$ cat config.mk
export PLATFORM = sky130hd
export DESIGN_NAME = gspoll_ctrl
export DESIGN_NICKNAME = d
export VERILOG_FILES = /design/src/rtl/gspoll_pkg.sv /design/src/rtl/gspoll_stop_seq.sv /design/src/rtl/gspoll_poll_timer.sv /design/src/rtl/gspoll_ctrl.sv
export SDC_FILE = /design/constraint.sdc
export NUM_CORES = 1
export LEC_CHECK = 0
export BUFFER_PORTS_ARGS = -buffer_cell sky130_fd_sc_hd__buf_2
export CORE_AREA = 2 2 55 57
export CTS_CLUSTER_SIZE = 28
export DETAILED_ROUTE_END_ITERATION = 12
export DIE_AREA = 0 0 57 59
export GPL_ROUTABILITY_DRIVEN = 0
export HOLD_SLACK_MARGIN = 0.08
export PLACE_DENSITY = 0.74
export SLEW_MARGIN = 20
export SYNTH_ARGS = -nofsm -noshare
export SYNTH_HDL_FRONTEND = slang
export SYNTH_SLANG_ARGS = --single-unit
$ cat constraint.sdc
create_clock -name clk -period 2.71 [get_ports clk]
set_input_delay 0.813 -clock clk [delete_from_list [all_inputs] [get_ports clk]]
set_output_delay 0.813 -clock clk [all_outputs]
set_load 0.005 [all_outputs]
$ cat src/rtl/gspoll_pkg.sv
package gspoll_pkg;

    // Latched control word fields
    typedef struct packed {
        logic poll_off;
        logic tx_stop;
        logic rx_stop;
    } dma_ctl_t;

    localparam int unsigned NUM_DIR = 2;
    localparam int unsigned DIR_RX  = 0;
    localparam int unsigned DIR_TX  = 1;

    // Poll period in clock cycles, never below one
    function automatic int unsigned poll_period(input longint unsigned clk_hz,
                                                input longint unsigned rate_hz);
        longint unsigned q;
        q = (rate_hz == 0) ? 1 : clk_hz / rate_hz;
        if (q < 1) q = 1;
        return int'(q);
    endfunction

    function automatic logic stop_field(input dma_ctl_t c, input int unsigned dir);
        return (dir == DIR_RX) ? c.rx_stop : c.tx_stop;
    endfunction

endpackage

$ cat src/rtl/gspoll_stop_seq.sv
module gspoll_stop_seq (
    input  logic clk,
    input  logic rst,
    input  logic wr_i,
    input  logic stop_req_i,
    input  logic busy_i,
    output logic done_o
);
    logic busy_q;
    logic pending_q;
    logic done_q;
    logic busy_fall;

    assign busy_fall = busy_q & ~busy_i;

    always_ff @(posedge clk) begin
        if (rst) begin
            busy_q    <= 1'b0;
            pending_q <= 1'b0;
            done_q    <= 1'b0;
        end else begin
            busy_q <= busy_i;
            if (wr_i) begin
                // a new write decides afresh: complete now, defer, or cancel
                done_q    <= stop_req_i & ~busy_i;
                pending_q <= stop_req_i & busy_i;
            end else begin
                done_q <= pending_q & busy_fall;
                if (busy_fall) pending_q <= 1'b0;
            end
        end
    end

    assign done_o = done_q;

    AST_DONE_AFTER_IDLE: assert property (@(posedge clk) disable iff (rst)
        done_o |-> $past(~busy_i));

    AST_PEND_WHILE_BUSY: assert property (@(posedge clk) disable iff (rst)
        pending_q |-> busy_q);

endmodule

$ cat src/rtl/gspoll_poll_timer.sv
module gspoll_poll_timer #(
    parameter int unsigned TICKS = 10
) (
    input  logic clk,
    input  logic rst,
    input  logic arm_i,
    input  logic poll_off_i,
    input  logic tx_stop_i,
    output logic walk_o
);
    localparam int unsigned CW = (TICKS > 1) ? $clog2(TICKS) : 1;
    localparam logic [CW-1:0] LOAD = CW'(TICKS - 1);

    logic          run_q;
    logic [CW-1:0] cnt_q;
    logic          walk_q;

    always_ff @(posedge clk) begin
        if (rst) begin
            run_q  <= 1'b0;
            cnt_q  <= '0;
            walk_q <= 1'b0;
        end else begin
            walk_q <= 1'b0;
            if (arm_i) begin
                run_q <= 1'b1;
                cnt_q <= LOAD;
            end else if (run_q) begin
                if (cnt_q == '0) begin
                    if (!poll_off_i) begin
                        walk_q <= ~tx_stop_i;
                        cnt_q  <= LOAD;
                    end else begin
                        run_q <= 1'b0;
                    end
                end else begin
                    cnt_q <= cnt_q - 1'b1;
                end
            end
        end
    end

    assign walk_o = walk_q;

    AST_CNT_BOUND: assert property (@(posedge clk) disable iff (rst)
        cnt_q <= LOAD);

    AST_WALK_FROM_RUN: assert property (@(posedge clk) disable iff (rst)
        walk_o |-> $past(run_q));

    generate
        if (TICKS > 1) begin : g_gap
            AST_WALK_SINGLE: assert property (@(posedge clk) disable iff (rst)
                walk_o |=> ~walk_o);
        end
    endgenerate

endmodule

$ cat src/rtl/gspoll_ctrl.sv
module gspoll_ctrl
    import gspoll_pkg::*;
#(
    parameter longint unsigned CLK_HZ  = 100_000_000,
    parameter longint unsigned POLL_HZ = 100
) (
    input  logic clk,
    input  logic rst,
    input  logic ctl_wr_i,
    input  logic ctl_rx_stop_i,
    input  logic ctl_tx_stop_i,
    input  logic ctl_poll_off_i,
    input  logic rx_busy_i,
    input  logic tx_busy_i,
    input  logic rx_stop_en_i,
    input  logic tx_stop_en_i,
    output logic rx_stop_done_o,
    output logic tx_stop_done_o,
    output logic err_irq_set_o,
    output logic tx_walk_o
);
    localparam int unsigned TICKS = poll_period(CLK_HZ, POLL_HZ);

    dma_ctl_t ctl_q, ctl_wdata, ctl_nxt;
    logic [NUM_DIR-1:0] busy_v, en_v, done_v;

    assign ctl_wdata = '{poll_off: ctl_poll_off_i, tx_stop: ctl_tx_stop_i,
                         rx_stop: ctl_rx_stop_i};
    assign ctl_nxt   = ctl_wr_i ? ctl_wdata : ctl_q;

    always_ff @(posedge clk) begin
        if (rst) ctl_q <= '0;
        else     ctl_q <= ctl_nxt;
    end

    assign busy_v[DIR_RX] = rx_busy_i;
    assign busy_v[DIR_TX] = tx_busy_i;
    assign en_v[DIR_RX]   = rx_stop_en_i;
    assign en_v[DIR_TX]   = tx_stop_en_i;

    generate
        for (genvar d = 0; d < NUM_DIR; d++) begin : g_dir
            gspoll_stop_seq u_seq (
                .clk        (clk),
                .rst        (rst),
                .wr_i       (ctl_wr_i),
                .stop_req_i (stop_field(ctl_wdata, d)),
                .busy_i     (busy_v[d]),
                .done_o     (done_v[d])
            );
        end
    endgenerate

    gspoll_poll_timer #(.TICKS(TICKS)) u_timer (
        .clk        (clk),
        .rst        (rst),
        .arm_i      (ctl_wr_i & ~ctl_poll_off_i),
        .poll_off_i (ctl_nxt.poll_off),
        .tx_stop_i  (ctl_nxt.tx_stop),
        .walk_o     (tx_walk_o)
    );

    assign rx_stop_done_o = done_v[DIR_RX];
    assign tx_stop_done_o = done_v[DIR_TX];
    assign err_irq_set_o  = |(done_v & en_v);

    AST_RX_DONE_STOPPED: assert property (@(posedge clk) disable iff (rst)
        rx_stop_done_o |-> ctl_q.rx_stop);

    AST_TX_DONE_STOPPED: assert property (@(posedge clk) disable iff (rst)
        tx_stop_done_o |-> ctl_q.tx_stop);

    AST_IRQ_HAS_SOURCE: assert property (@(posedge clk) disable iff (rst)
        err_irq_set_o |-> (rx_stop_done_o | tx_stop_done_o));

    AST_WALK_NOT_HALTED: assert property (@(posedge clk) disable iff (rst)
        tx_walk_o |-> (~ctl_q.tx_stop & ~ctl_q.poll_off));

endmodule

Word-level counts from Yosys, hierarchy flattened
Cells that the tools add are included.
{"block": "op_classes", "n_reduce_logical": 9, "n_mux": 15, "eq_ne": 2, "n_bitwise": 16, "add_sub_neg": 1}
{"cell": "$mux 20", "count": 4}
{"cell": "$logic_not 20->1", "count": 1}
{"cell": "$sub 20x1->20 const B", "count": 1}
{"cell": "$mux 1", "count": 10}
{"cell": "$and 1x1->1", "count": 9}
{"cell": "$not 1->1", "count": 6}
{"cell": "$reduce_bool 2->1", "count": 3}
{"cell": "$reduce_or 5->1", "count": 1}
{"cell": "$reduce_and 2->1", "count": 2}
{"cell": "$reduce_or 2->1", "count": 2}
{"cell": "$mux 3", "count": 1}
{"cell": "$ne 3x2->1 const B", "count": 1}
{"cell": "$and 2x2->2", "count": 1}
{"cell": "$ne 2x2->1 const B", "count": 1}
{"block": "totals", "out_inout_bits": 4, "register_bits": 31}

Longest topological paths before layout
Gate-level depths: netlist of the first run.
{"block": "depth", "ltp_word": 5, "ltp_mapped": 7, "mapped_depth_nobuf": 6}

Modules after synthesis
Synthesis of the first run repeated with hierarchy kept, for this count alone.
{"block": "hier_totals", "cells_unflattened": 173, "area_unflattened_um2": 1539.0}
{"module": "gspoll_poll_timer", "instances": 1, "area_each_um2": 1196.1, "seq_area_each_um2": 440.4, "cells_per_inst": 143}
{"module": "gspoll_stop_seq", "instances": 2, "area_each_um2": 115.1, "seq_area_each_um2": 60.1, "cells_per_inst": 11}
{"module": "gspoll_ctrl", "instances": 1, "area_each_um2": 112.6, "seq_area_each_um2": 40.0, "cells_per_inst": 8}

Least setup slack after synthesis of the first run
Ideal clock, no wire load.
{"block": "synth_timing", "kind": "input -> register", "from": "input ctl_wr_i", "to": "register u_timer.cnt_q[10]", "required_ps": 2640, "arrival_ps": 2286, "setup_ps": 70, "stages": 6, "slack_ps": 354, "cell_sequence": "mux2i_1 or3_1 clkbuf_1 o21ai_2 or4b_2 a21oi_1"}
{"block": "synth_between", "elab_chain_cells": 3, "elab_cells_between_ends": 5}
{"element": "start: declaration", "line": "gspoll_ctrl.sv:9", "rtl": "input logic ctl_wr_i,"}
{"element": "$mux 3", "line": "gspoll_ctrl.sv:29", "rtl": "assign ctl_nxt = ctl_wr_i ? ctl_wdata : ctl_q;"}
{"element": "$ne 2x2->1 (no line)"}
{"element": "$reduce_and 2->1 (no line)"}
{"element": "end signal: assignment", "line": "gspoll_poll_timer.sv:37", "rtl": "cnt_q <= cnt_q - 1'b1;"}
{"element": "end: declaration", "line": "gspoll_poll_timer.sv:15", "rtl": "logic [CW-1:0] cnt_q;"}
Parallel ways exist; a longest one is shown, timed or not.
A chain may end at the register's enable or synchronous reset.

Final worst setup path of the first run
{"block": "layout_timing", "from": "register u_timer.cnt_q[4]", "to": "register u_timer.cnt_q[17]"}
{"block": "layout_between", "elab_chain_cells": 4, "elab_cells_between_ends": 7}
{"element": "$sub 20x1->20 or $logic_not 20->1 (tied branches)", "line": "gspoll_poll_timer.sv:37, gspoll_poll_timer.sv:29"}
{"element": "$mux 20", "line": "gspoll_poll_timer.sv:29", "rtl": "if (cnt_q == '0) begin"}
{"element": "$mux 20", "line": "gspoll_poll_timer.sv:28", "rtl": "end else if (run_q) begin"}
{"element": "$mux 20", "line": "gspoll_poll_timer.sv:25", "rtl": "if (arm_i) begin"}
Parallel ways exist; a longest one is shown, timed or not. The select of a mux whose other input is x is not followed.

==> impl_metrics.ini, run 1 <==
[grt]
grt_first_pass_wirelength_um = 5650
grt_pass1_vias = 1203
grt_usage_pct = 22.2
antenna_found_initial = 0
gr-total-overflow = 0
grt_max_degree = 26

[yosys]
ys_warn_count = 0
synth_area_per_cell_um2 = 8.77
postSynthCellCount = 171
synth_cell_types = 46
synth_flop_cell = dfxtp_1
syn-cell-area_um2 = 1500
ys_ff_latch = 30
synth-edff-count = 0
async_flop_share_pct = 0
syn_nets = 183
synth.yosys.seq_area_share_pct = 40.0

[die]
dieArea_um2 = 3360
die_h_um = 59
num_rows = 19
pin_count = 14
die_x_um = 57
core_um2 = 2710
start_util_pct = 55.4

[finish]
drive_gt1_share_pct = 16.6
final_cell_mix = dfxtp_1, nor2_1, a21oi_1, buf_2
final_common_cell = dfxtp_1
fin_util_pct = 61.3
fin_nets = 200
antenna_cells = 0
syn2layout_area_growth_pct = 10.8

[timing]
rsz0062_at_grt = false
setup_violations = 0
fin_crit_ns = 2.38
final_max_slew_viol_count = 0
whs_ns = 0.485
skew_ns = 0.00428
timing.fmax_mhz = 420
period_share_pct = 87.8
slew_headroom_pct = 65.9
worstMarginPinSlew_ns = 0.508
setup_tns_ns = 0
finalHoldViolCount = 0

[clocking]
cts_tree = built
cts.sinks = 30
root_buffer = clkbuf_4
h-tree-depth = 2
path_clk_slew_ns = 0.09
cts_buffer_depth = 2
cts_resized = 0
clk_latency_ns = 0.33
cts_buffers = 5
ctsHoldBuffers = 0
post_cts_buffers = 0

[routing]
avgRoutedWirePerCell_um = 14.8
post-route-drc-count = 0
via_per_inst = 6.23
first_pass_iters = 4
antenna_left = 0
via_count = 1359
detail_route.iter0.violations = 53
wl_um = 3230

[setup_path]
cp_data_arrival_time_ns = 2.64
crit_start = u_timer.cnt_q[4]
setup.worst_path.end_class = flip-flop
r2r-end = u_timer.cnt_q[17]
r2r_slack_ns = 0.33
path_class = flip-flop to flip-flop
r2r_start = u_timer.cnt_q[4]
r2r_cells = 5
start_kind = flip-flop
cp-endpoint = u_timer.cnt_q[17]
critPathRequiredTime_ns = 2.97
path_max_fanout = 9

[power_and_ir_drop]
intPower_w = 0.000677
pwr-share-comb_pct = 22.0
irDropWorstVdd_uv = 391
total_power_w = 0.000984
p_sw_share_pct = 31.2
p_clk_share_pct = 26.5
p_leak_nw = 0.639
powerDensity_nw_per_um2 = 592
seqPwrFrac_pct = 51.5
power_switching_w = 0.000306

[job]
drv_cap = 0

[status]
status = completed

[hold_path]
holdPathStages = 2
hp-class = flip-flop to flip-flop

[placed_design]
port_buffers = 13
dp_hpwl_um = 2320
Yosys cell counts (all sizes together) (3+ instances only):
master	number	area (um2)
or3	6	37.5
o31ai	3	22.5
inv	5	18.8
nor2b	6	37.5
or4	6	45.0
xor2	5	43.8
a211oi	3	22.5
o211ai	4	30.0
nand2b	5	31.3
nor3	6	30.0
nand2	3	13.8
dfxtp	30	601
clkbuf	7	26.3
o21ai	7	38.8
a21oi	13	65.1
nor2	16	60.1
and3	4	25.0
a31oi	4	25.0
nor4	7	65.1
cell type report:
type	instances	area [um2]
Sequential cell	30	601
Clock buffer	6	51.3
Tap cell	31	38.8
Fill cell	225	1050
Timing Repair Buffer	18	103
Multi-Input combinational cell	128	850
Inverter	5	18.8
worst min path at each step:
stage | start | to | slack [ns]
2_1_floorplan | u_timer.cnt_q[10] | u_timer.cnt_q[10] | 0.44
3_3_place_gp | u_timer.cnt_q[10] | u_timer.cnt_q[10] | 0.45
3_5_place_dp | u_timer.cnt_q[10] | u_timer.cnt_q[10] | 0.47
4_1_cts | u_timer.cnt_q[10] | u_timer.cnt_q[10] | 0.48
5_1_grt | u_timer.cnt_q[10] | u_timer.cnt_q[10] | 0.51
6_report | u_timer.cnt_q[10] | u_timer.cnt_q[10] | 0.48
critical path, cell delays in order, from the launching register on:
cell     delay, ns
dfxtp_1       0.36
or4_1         0.71
nor4_4        0.56
nand2_2       0.09
or4_1         0.42
a31oi_1       0.17
stage by stage:
step                cell area [um2]  instances  worst slack [ns]
finish                         1660        218             0.332
global placement               1610        212             0.314
detailed placement             1610        212             0.241
CTS                            1660        218             0.349
floorplan                      1500        171             0.354
global route                   1660        218             0.169
power groups by stage:
stage          Combinational [W]  Sequential (W)  Clock, W
6_report                0.000216        0.000507  0.000261
3_5_place_dp            0.000214        0.000515         0
4_1_cts                 0.000215        0.000505  0.000269
3_3_place_gp            0.000208        0.000513         0
5_1_grt                 0.000246        0.000511  0.000287
2_1_floorplan           0.000164        0.000505         0
state kept, by name, indices dropped and copies added, names as in the netlist:
register / flops
ctl_q: 2
u_timer.walk_o: 1
u_timer.cnt_q: 20
g_dir.u_seq.done_o: 2
g_dir.u_seq.busy_q: 2
u_timer.run_q: 1
g_dir.u_seq.pending_q: 2
layer usage:
metal	vias up	global-route usage, %	wire length, um
met3	7	5.24	184
met1	626	30.0	1520
met5	-	0	0
li1	681	-	-
met2	45	33.0	1480
met4	0	12.0	47
cells by family (layout without fill, tap and decap cells):
group                      after synthesis  count (layout)  synth area share, %
and+or+nand+nor                         69              69                 28.4
AOI/OAI and AO/OA                       50              50                 22.3
DFF                                     30              30                 40.0
buffers and inverters                   13              29                 3.34
xor gates and xnor gates                 5               5                 2.92
adders and majority gates                2               2                 1.67
muxes                                    2               2                 1.33
(Power assumes the default switching activity.)
==> run 2: changes to the inputs <==
BUFFER_PORTS_ARGS = not set   (was -buffer_cell sky130_fd_sc_hd__buf_2)
CORE_AREA = 2 2 53 55   (was 2 2 55 57)
DIE_AREA = 0 0 55 57   (was 0 0 57 59)
DONT_BUFFER_PORTS = 1   (was not set)
==> run 2 against run 1 <==
Against the previous run: first-iteration DRC count unchanged; clock skew about the same; via count down 1.5%; die area down 6.8%; worst hold slack better by 0.0034 ns; routed wire length up 2.2%; register-to-register slack better by 0.05 ns; largest power group unchanged.
==> impl_metrics.ini, run 2 (synthesis gave the netlist of run 1 again) <==
[status]
status = completed

[finish]
syn2layout_area_growth_pct = 6.01
antenna_cells = 0
final_common_cell = dfxtp_1
regMostFlops = u_timer.cnt_q
final_cell_mix = dfxtp_1, nor2_1, a21oi_1
largest_reg_flops = 20
finalInstanceArea_um2 = 1590
fin_nets = 185
drive_gt1_share_pct = 9.77
fin_util_pct = 60.8

[grt]
antenna_found_initial = 0
grt_usage_pct = 23.3
gr-total-overflow = 0
grt_first_pass_wirelength_um = 5320
grt_max_degree = 26
grt_pass1_vias = 1262

[timing]
setup_ws_ns = 0.383
fin_crit_ns = 2.33
worstMarginPinSlew_ns = 0.484
slew_headroom_pct = 67.5
period_share_pct = 85.9
rsz0062_at_grt = false
timing.fmax_mhz = 430
setup_tns_ns = 0
final_max_slew_viol_count = 0
skew_ns = 0.00439
setup_violations = 0
finalHoldViolCount = 0

[power_and_ir_drop]
irDropWorstVdd_uv = 475
p_leak_nw = 0.578
intPower_w = 0.000679
powerDensity_nw_per_um2 = 613
power_switching_w = 0.000296
seqPwrFrac_pct = 52.0
p_sw_share_pct = 30.4
pwr-share-comb_pct = 20.3
p_clk_share_pct = 27.7

[routing]
via_count = 1339
first_pass_iters = 4
avgRoutedWirePerCell_um = 16.1
wl_um = 3300
post-route-drc-count = 0
detail_route.iter0.violations = 53
via_per_inst = 6.53
antenna_left = 0

[hold_path]
min_from = u_timer.cnt_q[10]
min_to = u_timer.cnt_q[10]
hp-class = flip-flop to flip-flop
holdPathStages = 2

[placed_design]
port_buffers = 0
dpl_worst_slack_ns = 0.308
dpl_cell_area_um2 = 1530
dp_hpwl_um = 2450

[die]
num_rows = 19
die_x_um = 55
start_util_pct = 57.4
dieArea_um2 = 3140
die_h_um = 57
pin_count = 14
core_um2 = 2620

[clocking]
clk_latency_ns = 0.32
ctsHoldBuffers = 0
h-tree-depth = 2
cts.sinks = 30
root_buffer = clkbuf_4
cts_buffer_depth = 2
cts_tree = built
cts_buffers = 5
post_cts_buffers = 0
cts_resized = 0
path_clk_slew_ns = 0.09

[setup_path]
r2r_slack_ns = 0.38
r2r_start = u_timer.cnt_q[4]
path_class = flip-flop to flip-flop
r2r-end = u_timer.cnt_q[17]
start_kind = flip-flop
path_max_fanout = 9
cp_data_arrival_time_ns = 2.58
setup.worst_path.end_class = flip-flop
critPathRequiredTime_ns = 2.96
r2r_cells = 5

[job]
drv_cap = 0
## run 2: worst max-delay path by stage
stage	cells past startpoint	to	slack, ns	startpoint
finish	5	u_timer.cnt_q[17]	0.38	u_timer.cnt_q[4]
CTS	5	u_timer.cnt_q[17]	0.40	u_timer.cnt_q[4]
detailed placement	5	u_timer.cnt_q[10]	0.31	ctl_wr_i
floorplan	6	u_timer.cnt_q[10]	0.35	ctl_wr_i
global placement	5	u_timer.cnt_q[10]	0.35	ctl_wr_i
global route	5	u_timer.cnt_q[17]	0.27	u_timer.cnt_q[4]
## run 2: per-layer routing
layer	vias to the layer above	wire length [um]	GRT usage, %
met5	-	0	0
met4	0	60	10.1
met3	7	159	7.07
met2	36	1680	39.5
met1	635	1400	26.3
li1	661	-	-
## run 2: per-stage QoR
step	total power, W	hold WS [ns]	std cells
3_5_place_dp	0.000712	0.470	197
3_3_place_gp	0.000702	0.453	197
5_1_grt	0.00103	0.513	205
4_1_cts	0.000981	0.483	205
6_report	0.000975	0.488	205
2_1_floorplan	0.000669	0.442	171
## run 2: power groups by stage
| stage | combinational, W | sequential, W | clock, W |
|---|---|---|---|
| 2_1_floorplan | 0.000164 | 0.000505 | 0 |
| 3_3_place_gp | 0.000189 | 0.000513 | 0 |
| 3_5_place_dp | 0.000196 | 0.000516 | 0 |
| 4_1_cts | 0.000197 | 0.000506 | 0.000278 |
| 5_1_grt | 0.000220 | 0.000512 | 0.000303 |
| 6_report | 0.000198 | 0.000507 | 0.000271 |
## run 2: worst max-delay path, stage by stage (launching register included)
cell	delay [ns]
dfxtp_1	0.35
or4_1	0.71
nor4_4	0.54
nand2_2	0.08
or4_1	0.41
a31oi_1	0.17
## run 2: layout make-up
class	instances	area (um2)
fill	234	1020
multi-input combinational	128	850
sequential	30	601
clock buffer	7	55.1
tap	31	38.8
timing repair buffer	3	22.5
inverter	5	18.8
clock inverter	1	5.00
==> run 3: changes to the inputs <==
CORE_AREA = 2 2 61 48   (was 2 2 53 55)
DIE_AREA = 0 0 63 50   (was 0 0 55 57)
PLACE_DENSITY = 0.75   (was 0.74)
==> run 3 against run 2 <==
Against the previous run: utilization grew 3.1 points; clock power grew 36%; critical path depth did not move; die area rose by 0.48%; first-iteration DRC count grew 140%.
==> impl_metrics.ini, run 3 (synthesis gave the netlist of run 1 again) <==
[status]
status = completed

[finish]
final_cell_mix = dfxtp_1, nor2_1, a21oi_1
fin_nets = 186
fin_util_pct = 63.9
drive_gt1_share_pct = 10.3
regMostFlops = u_timer.cnt_q
antenna_cells = 0
fillCellCount = 223
multiInputGateArea_um2 = 850
largest_reg_flops = 20
regArea_um2 = 601
final_common_cell = dfxtp_1
syn2layout_area_growth_pct = 8.34

[timing]
period_share_pct = 85.3
setup_tns_ns = 0
skew_ns = 0.0110
final_max_slew_viol_count = 0
slew_headroom_pct = 67.1
worstMarginPinSlew_ns = 0.489
rsz0062_at_grt = false
setup_violations = 0
fin_crit_ns = 2.31
timing.fmax_mhz = 432
finalHoldViolCount = 0

[placed_design]
dp_hpwl_um = 2340
port_buffers = 0

[die]
core_um2 = 2540
die_h_um = 50
pin_count = 14
start_util_pct = 59.0
dieArea_um2 = 3150
num_rows = 16
die_x_um = 63

[job]
drv_cap = 0

[clocking]
clk_latency_ns = 0.33
cts_buffers = 5
cts_resized = 0
path_clk_slew_ns = 0.10
h-tree-depth = 2
root_buffer = clkbuf_4
cts_tree = built
cts_buffer_depth = 2
post_cts_buffers = 0
ctsHoldBuffers = 0
cts.sinks = 30

[routing]
detail_route.iter0.violations = 125
via_per_inst = 6.40
post-route-drc-count = 0
avgRoutedWirePerCell_um = 15.4
antenna_left = 0
wl_um = 3230
via_count = 1345
first_pass_iters = 4

[setup_path]
r2r_cells = 5
path_max_fanout = 9
cp_cell_sequence = or4_1, nor4_4, nand2_2, or4_1, a31oi_1
cp-endpoint = u_timer.cnt_q[17]
critPathRequiredTime_ns = 2.98
crit_start = u_timer.cnt_q[4]
slowest_delay_ns = 0.70
worst-path-stages = 5
crit_top_cell = or4_1
path_class = flip-flop to flip-flop
critPathBufInv = 0
r2r_start = u_timer.cnt_q[4]
r2r_slack_ns = 0.40
crit_family = simple AND/OR/NAND/NOR gates
cp_data_arrival_time_ns = 2.58
r2r-end = u_timer.cnt_q[17]
start_kind = flip-flop
slowest_stage = or4_1
setup.worst_path.end_class = flip-flop

[grt]
grt_usage_pct = 23.1
met1_usage_pct = 31.2
top_usage_layer = met2
grt_max_degree = 26
met2_usage_pct = 34.0
grt_pass1_vias = 1240
grt_first_pass_wirelength_um = 5680
antenna_found_initial = 0
gr-total-overflow = 0
use_met3_pct = 7.31

[hold_path]
hp-class = flip-flop to flip-flop

[power_and_ir_drop]
powerDensity_nw_per_um2 = 660
p_leak_nw = 0.591
irDropWorstVdd_uv = 452
[run 3: cell count changes in the layout (fill, tap and decap cells not counted), sizes merged]
cell / change
bufinv: +1
clkinv: -1
clkbuf: -1
buf: +1
[run 3: how the worst min path moves through the flow]
stage | start | end | cells after the start
after global routing | rst | g_dir[0].u_seq.pending_q | 1
after detailed placement | u_timer.cnt_q[10] | u_timer.cnt_q[10] | 2
final | u_timer.cnt_q[10] | u_timer.cnt_q[10] | 2
after global placement | u_timer.cnt_q[10] | u_timer.cnt_q[10] | 2
after floorplan | u_timer.cnt_q[10] | u_timer.cnt_q[10] | 2
after CTS | u_timer.cnt_q[10] | u_timer.cnt_q[10] | 2
[run 3: cell type report]
cell class                      instances  share of cell area, %
Clock buffer                            6                   3.16
Clock inverter                          1                   1.85
Inverter                                5                   1.15
Multi-Input combinational cell        128                   52.3
Sequential cell                        30                   37.0
Tap cell                               36                   2.77
Timing Repair Buffer                    4                   1.85
[run 3: routing by layer]
metal / vias up / part of all wire [%]
met1: 636 / 46
met2: 48 / 44
met5: - / 0
met4: 0 / 1.8
li1: 654 / -
met3: 7 / 8.0
[run 3: worst min-delay path: stages, from the launching register on]
cell,delay (ns)
dfxtp_1,0.33
o41ai_1,0.06
a21oi_1,0.06
[run 3: metrics by stage]
step / total power [W] / setup slack, ns / hold WS, ns / cells / cell area (um2)
global placement: 0.000706 / 0.490 / 0.458 / 203 / 1540
CTS: 0.00108 / 0.398 / 0.488 / 210 / 1630
detailed placement: 0.000712 / 0.413 / 0.473 / 203 / 1540
global route: 0.00113 / 0.227 / 0.515 / 210 / 1630
floorplan: 0.000669 / 0.354 / 0.442 / 171 / 1500
finish: 0.00107 / 0.398 / 0.489 / 210 / 1630
[run 3: power by group]
part	switching [W]	leakage, nW	internal, W
logic	0.000115	0.300	0.0000844
registers	0.0000354	0.247	0.000471
clock network	0.000153	0.0443	0.000215
